==> config.mk <==
export PLATFORM = sky130hd
export DESIGN_NAME = dac_cmd_ctrl
export DESIGN_NICKNAME = d
export VERILOG_FILES = /design/src/rtl/dac_cmd_pkg.sv /design/src/rtl/dac_cmd_decode.sv /design/src/rtl/dac_xfer_seq.sv /design/src/rtl/dac_chan_latch.sv /design/src/rtl/dac_cmd_ctrl.sv
export SDC_FILE = /design/constraint.sdc
export NUM_CORES = 1
export LEC_CHECK = 0
export ABC_AREA = 0
export CAP_MARGIN = 20
export CORE_MARGIN = 2
export CORE_UTILIZATION = 55
export CTS_CLUSTER_SIZE = 14
export DETAILED_ROUTE_END_ITERATION = 16
export PLACE_DENSITY = 0.84
export SYNTH_ARGS = -nofsm -noshare
export SYNTH_HDL_FRONTEND = slang
export SYNTH_SLANG_ARGS = --single-unit
==> constraint.sdc <==
create_clock -name clk_i -period 2.5 [get_ports clk_i]
set_input_delay 0.25 -clock clk_i [delete_from_list [all_inputs] [get_ports clk_i]]
set_output_delay 0.25 -clock clk_i [all_outputs]
set_load 0.03 [all_outputs]
==> src/rtl/dac_cmd_pkg.sv <==
package dac_cmd_pkg;
  localparam int unsigned BYTE_W  = 8;
  localparam int unsigned CLR_BIT = 4;
  localparam int unsigned PD_BIT  = 3;
  localparam int unsigned CH_MSB  = 2;

  typedef struct packed {
    logic clr;
    logic pd;
  } cmd_t;
endpackage

==> src/rtl/dac_cmd_decode.sv <==
module dac_cmd_decode
  import dac_cmd_pkg::*;
#(
  parameter int unsigned CH_W = 1
) (
  input  logic [BYTE_W-1:0] byte_i,
  output cmd_t              cmd_o,
  output logic [CH_W-1:0]   ch_o
);
  // channel field grows downward into the don't-care bits
  always_comb begin
    cmd_o.clr = byte_i[CLR_BIT];
    cmd_o.pd  = byte_i[PD_BIT];
    ch_o      = byte_i[CH_MSB -: CH_W];
  end
endmodule

==> src/rtl/dac_xfer_seq.sv <==
module dac_xfer_seq
  import dac_cmd_pkg::*;
#(
  parameter int unsigned NUM_CH = 2,
  parameter int unsigned CH_W   = 1
) (
  input  logic              clk_i,
  input  logic              rst_ni,
  input  logic              start_i,
  input  logic              sel_i,
  input  logic              stop_i,
  input  logic              byte_vld_i,
  input  cmd_t              cmd_i,
  input  logic [CH_W-1:0]   ch_i,
  output logic              selected_o,
  output logic [NUM_CH-1:0] wr_o,
  output logic              clr_o,
  output logic              commit_o,
  output logic              pd_o
);
  logic            exp_out_q, got_cmd_q, discard_q, pend_pd_q, pd_q;
  logic [CH_W-1:0] ch_q;
  logic            take_cmd, take_out;

  assign take_cmd = selected_o & byte_vld_i & ~exp_out_q & ~stop_i & ~start_i;
  assign take_out = selected_o & byte_vld_i &  exp_out_q & ~stop_i & ~start_i;
  assign clr_o    = take_cmd & cmd_i.clr;
  assign commit_o = selected_o & stop_i & got_cmd_q;
  assign pd_o     = pd_q;

  for (genvar g = 0; g < NUM_CH; g++) begin : g_wr
    assign wr_o[g] = take_out & ~discard_q & (ch_q == CH_W'(g));
  end

  always_ff @(posedge clk_i or negedge rst_ni) begin
    if (!rst_ni) begin
      selected_o <= 1'b0;
      exp_out_q  <= 1'b0;
      got_cmd_q  <= 1'b0;
      discard_q  <= 1'b0;
      pend_pd_q  <= 1'b0;
      pd_q       <= 1'b0;
      ch_q       <= '0;
    end else begin
      if (commit_o) pd_q <= pend_pd_q;
      if (stop_i || start_i) begin
        selected_o <= 1'b0;
      end else if (sel_i) begin
        selected_o <= 1'b1;
        exp_out_q  <= 1'b0;
        got_cmd_q  <= 1'b0;
        discard_q  <= 1'b0;
      end else if (take_cmd) begin
        got_cmd_q <= 1'b1;
        pend_pd_q <= cmd_i.pd;
        discard_q <= cmd_i.clr;
        ch_q      <= ch_i;
        exp_out_q <= 1'b1;
      end else if (take_out) begin
        discard_q <= 1'b0;
        exp_out_q <= 1'b0;
      end
    end
  end
endmodule

==> src/rtl/dac_chan_latch.sv <==
module dac_chan_latch
  import dac_cmd_pkg::*;
(
  input  logic              clk_i,
  input  logic              rst_ni,
  input  logic              wr_i,
  input  logic              clr_i,
  input  logic              commit_i,
  input  logic [BYTE_W-1:0] din_i,
  output logic [BYTE_W-1:0] code_o
);
  logic [BYTE_W-1:0] pend_q;

  always_ff @(posedge clk_i or negedge rst_ni) begin
    if (!rst_ni) begin
      pend_q <= '0;
      code_o <= '0;
    end else begin
      if (clr_i)     pend_q <= '0;
      else if (wr_i) pend_q <= din_i;
      if (commit_i)  code_o <= pend_q;
    end
  end
endmodule

==> src/rtl/dac_cmd_ctrl.sv <==
module dac_cmd_ctrl
  import dac_cmd_pkg::*;
#(
  parameter int unsigned NUM_CH = 2
) (
  input  logic                     clk_i,
  input  logic                     rst_ni,
  input  logic                     start_i,
  input  logic                     sel_i,
  input  logic                     stop_i,
  input  logic                     byte_vld_i,
  input  logic [BYTE_W-1:0]        byte_i,
  output logic [NUM_CH*BYTE_W-1:0] code_o,
  output logic                     out_en_o
);
  localparam int unsigned CH_W = (NUM_CH > 1) ? $clog2(NUM_CH) : 1;

  cmd_t              cmd;
  logic [CH_W-1:0]   ch;
  logic              selected;
  logic [NUM_CH-1:0] wr;
  logic              clr, commit, pd;

  dac_cmd_decode #(.CH_W(CH_W)) u_dec (
    .byte_i (byte_i),
    .cmd_o  (cmd),
    .ch_o   (ch)
  );

  dac_xfer_seq #(.NUM_CH(NUM_CH), .CH_W(CH_W)) u_seq (
    .clk_i      (clk_i),
    .rst_ni     (rst_ni),
    .start_i    (start_i),
    .sel_i      (sel_i),
    .stop_i     (stop_i),
    .byte_vld_i (byte_vld_i),
    .cmd_i      (cmd),
    .ch_i       (ch),
    .selected_o (selected),
    .wr_o       (wr),
    .clr_o      (clr),
    .commit_o   (commit),
    .pd_o       (pd)
  );

  for (genvar g = 0; g < NUM_CH; g++) begin : g_ch
    dac_chan_latch u_lat (
      .clk_i    (clk_i),
      .rst_ni   (rst_ni),
      .wr_i     (wr[g]),
      .clr_i    (clr),
      .commit_i (commit),
      .din_i    (byte_i),
      .code_o   (code_o[g*BYTE_W +: BYTE_W])
    );
  end

  assign out_en_o = ~pd;
endmodule

After elaboration in Yosys (flattened, before gate mapping):

Cells that the tools add are included.

* mux-type cells: 13
* bitwise gates (word level): 21
* reduce and logical (&&, ||, !) cells: 9

Operators by type and width (number)
* $mux W8: 4
* $and A1 B1 Y1: 13
* $mux W1: 9
* $not A1 Y1: 8
* $reduce_bool A2 Y1: 4
* $reduce_and A2 Y1: 2
* $reduce_and A3 Y1: 1
* $reduce_bool A3 Y1: 1
* $logic_or A1 B1 Y1: 1

* logic and storage cells: 54
* bits of input ports: 14
* flip-flop bits (word level): 39
* output and inout bits: 17

Longest topological paths before layout:

* word-level depth: 8
* mapped depth: 6
* mapped depth without buffers: 3

Hierarchy:

From an unflattened synthesis, not the netlist that was laid out.

* cell total of the unflattened synthesis: 117
* area, all modules: 1680.4 µm²

By module, submodules not included
* dac_chan_latch: cells each 43, area each 656.9 µm², instances 2
* dac_xfer_seq: cells each 27, area each 340.3 µm², instances 1
* dac_cmd_decode: cells each 3, area each 22.5 µm², instances 1
* dac_cmd_ctrl: cells each 1, area each 3.8 µm², instances 1

Worst setup path after synthesis:

Ideal clock, no wire load.

* path type: flip-flop to flip-flop
* from: reg u_seq.selected_o
* to: reg g_ch[0].u_lat.code_o[0]
* cell stages (with the launch flop): 4
* arrival: 1.236 ns
* slack: 1.139 ns
* buffers on the path: 1
* period minus slack after synthesis: 1.361 ns
* library setup time: 0.125 ns
* path through: dfrtp_1 nand3_1 buf_2 mux2_2

* cells in the longest elaborated chain, start to end: 2

RTL lines
* start: declaration: line dac_xfer_seq.sv:15 `output logic selected_o,`
* start signal: assignment: line dac_xfer_seq.sv:37 `selected_o <= 1'b0;`
* start signal: assignment: line dac_xfer_seq.sv:47 `selected_o <= 1'b0;`
* start signal: assignment: line dac_xfer_seq.sv:49 `selected_o <= 1'b1;`
* $and A1 B1 Y1 (2 in a row): line dac_xfer_seq.sv:28 `assign commit_o = selected_o & stop_i & got_cmd_q;`
* end signal: assignment: line dac_chan_latch.sv:21 `if (commit_i) code_o <= pend_q;`
* end: declaration: line dac_chan_latch.sv:10 `output logic [BYTE_W-1:0] code_o`

Every way passes these cells.
A chain may end at the register's enable or synchronous reset.

Worst setup path in the final report:

* from: reg u_seq.pd_q, in the netlist u_seq.pd_o
* to: out out_en_o

* cells in the longest elaborated chain, start to end: 1

RTL lines
* start: declaration: line dac_xfer_seq.sv:21 `logic exp_out_q, got_cmd_q, discard_q, pend_pd_q, pd_q;`
* start signal: assignment: line dac_xfer_seq.sv:45 `if (commit_o) pd_q <= pend_pd_q;`
* $not A1 Y1: line dac_cmd_ctrl.sv:58 `assign out_en_o = ~pd;`
* end: declaration: line dac_cmd_ctrl.sv:14 `output logic out_en_o`

Every way passes these cells.

==> reports/results.txt <==
Largest net degree at the start of global routing: 40
First-pass DRT Iterations: 10
Sequential area share after synthesis: 59.05%
Combinational family with the most area after synthesis: multiplexers
Final hold violations: 5
Grt total ovfl: 0
Tmin final: 1.677 ns
Routed Antenna Nets: 0
Ports: 31
Worst slew pin tran: 0.8282 ns
Std cell rows: 19
Leakage Power: 0.9073 nW
PostCTS Resize Cnt: 0
Avg Inst Size Synth: 12.06 um2
Top cell type's share of synthesized area: 59.05%
CTS root buffer: clkbuf_4
Status: finished with violations
ANT cells: 0
Highest Signal Layer: met4
Fraction of registers with async set/reset: 100.0%
Average wire per standard cell: 15.08 um
Worst VDD drop: 0.4301 mV
CTS tree: done
Post-synthesis mux area share: 13.63%
CTS Buf Count: 5
Max Freq: 596.3 MHz
Critical Path AT: 1.43 ns
Drt total wl: 3016 um
Post-CTS Setup Inserts: 0
Post-synthesis cell area: 1653 um2
Synth Area in Compound Gates: 12.57%
Max Slew Vio Count: 0
Max-Cap Viols: 0
Startpoint type of the worst setup path: flop
RSZ-0062 raised after global routing: false
Post-synth top cells: dfrtp_1 (39), mux2_2 (20), o21ai_0 (18)
Worst Path Required: 2.25 ns
Metal2 WL: 1515 um
Die footprint: 3460 um2
Crit Path Max Fanout: 2
Avg Vias per Cell: 6.055
DR WL met3: 191 um
Sum Neg Setup Slack: 0 ns
CTS max path bufs: 2
Worst setup path category: flop to output pin
DR DRC count: 2
Layout Area Growth over Synthesis: 20.97%
Routed metal-1 wirelength: 1267 um
Mapped Cells: 137
Share of post-route cells with drive strength above 1: 18.93%
Post-synthesis cell type count: 26
Routed via count: 1211
Failing checks: DRC, hold timing
Final period utilization: 67.08%
Global-route wire length before repair: 5230 um
HP Class: primary input to async pin
Vias in the first global route: 1198
Initial drt markers: 34
Main flop type after synthesis: dfrtp_1
Port-buffer cells: 30
Post-synth top area cell: dfrtp_1
Power per cell area: 578.0 nW/um2
Starting Density: 58.92%
Nets: 182
CP Capture Type: output pin
Number of synthesized flops with an enable pin: 0
Post-route cell area: 1999 um2
Die width: 58.82 um
Endpoints failing setup: 0
Worst skew pair latency: 0.34 ns
H-Tree Depth: 2
R2r setup slk: 0.98 ns
Fin Clk Skew: 0.01007 ns
Simple-gate share of the synthesized area: 10.45%
Antenna violations before repair: 0
Total GRT Usage: 20.81%
Clock sink total: 39
Count leader, synth: dfrtp_1
Adder-Cell Fraction of Synth Area: 0%
Core area: 2805 um2
GPL Wtd Cong: 0.7752
Dpl hpwl: 2162 um
Area contributors post-synth: dfrtp_1 (59%), mux2_2 (14%), o21ai_0 (5.5%)
Worst-path clk slew: 0.11 ns
CTS hold repair buffers: 0
Slew headroom: 44.79%
Synthesis-stage register bit count: 39
Synth warn: 0
Worst hold margin: -0.003198 ns
Post-Syn Nets: 151
Die Span Y: 58.82 um
Placed Area: 1949 um2
Post-synthesis xor/xnor area fraction: 0%
==> kinds of logic (layout without fill, tap and decap cells) <==
| kind of cell | after synthesis | count (layout) |
|---|---|---|
| buf+inv | 12 | 44 |
| compound gates | 38 | 38 |
| simple gates | 28 | 28 |
| flops | 39 | 39 |
| mux | 20 | 20 |
==> per-stage QoR <==
stage | util [%] | hold slack [ns] | std cells | worst slack, ns | power [mW]
detailed placement | 69.49 | 0.3984 | 192 | 0.6099 | 0.8735
finish | 71.28 | -0.003198 | 200 | 0.8230 | 1.156
global route | 71.28 | 0.04907 | 200 | 0.7413 | 1.225
global placement | 69.49 | 0.3884 | 192 | 0.6937 | 0.8642
CTS | 71.28 | 0.01426 | 200 | 0.7903 | 1.169
floorplan | - | -0.04559 | 137 | 1.139 | 0.8013
==> cell type report <==
type	instances	area, um2
clock buffer	7	45.04
timing repair buffer	33	317.8
inverter	3	11.26
sequential	39	975.9
tap	31	38.79
clock inverter	1	5.005
multi-input combinational	86	605.6
fill	213	805.8
==> placed cells by master (no fill, tap or decap), types with 2 or more instances in the layout <==
cell,n
clkdlybuf4s50_1,29
clkbuf_4,5
dfrtp_1,39
inv_1,3
mux2_2,20
buf_4,3
o21ai_0,18
nor2_1,2
clkbuf_1,2
a21oi_1,15
nand3_1,15
==> power breakdown <==
part           total, mW  internal, mW  switching, mW
registers          0.712         0.678         0.0339
clock network      0.295         0.110          0.185
logic              0.149        0.0703         0.0783
total               1.16         0.858          0.297
==> final timing paths <==
path	to	start	depth (start not counted)
min in group clk_i	g_ch[1].u_lat.pend_q[5]$_DFFE_PN0P_	byte_i[5]	3
worst min register to register	g_ch[1].u_lat.code_o[2]$_DFFE_PN0P_	g_ch[1].u_lat.code_o[2]$_DFFE_PN0P_	1
worst max register to register	g_ch[0].u_lat.pend_q[2]$_DFFE_PN0P_	u_seq.discard_q$_DFFE_PN0P_	3
worst min-delay path	g_ch[0].u_lat.code_o[0]$_DFFE_PN0P_	rst_ni	1
max in group asynchronous	u_seq.discard_q$_DFFE_PN0P_	rst_ni	1
worst max-delay path	out_en_o	u_seq.pd_o$_DFFE_PN0P_	2
==> state kept, by name (all words and copies together) (netlist names) <==
name,flops
g_ch.u_lat.pend_q,16
u_seq.got_cmd_q,1
u_seq.pend_pd_q,1
u_seq.ch_q,1
u_seq.discard_q,1
g_ch.u_lat.code_o,16
u_seq.selected_o,1
u_seq.exp_out_q,1
u_seq.pd_o,1
==> routing by layer <==
layer  up-vias  global-route usage (%)
met2        34                   34.60
met1       611                   24.34
met4         0                   8.442
met3         5                   7.692
li1        561                       -
met5         -                       0
==> worst max-delay path, cell delays in order (launching register included) <==
cell and delay (ns):
dfrtp_1 0.38, inv_1 0.05, clkdlybuf4s50_1 0.66
Note: power is estimated with default switching activity, not from simulation.
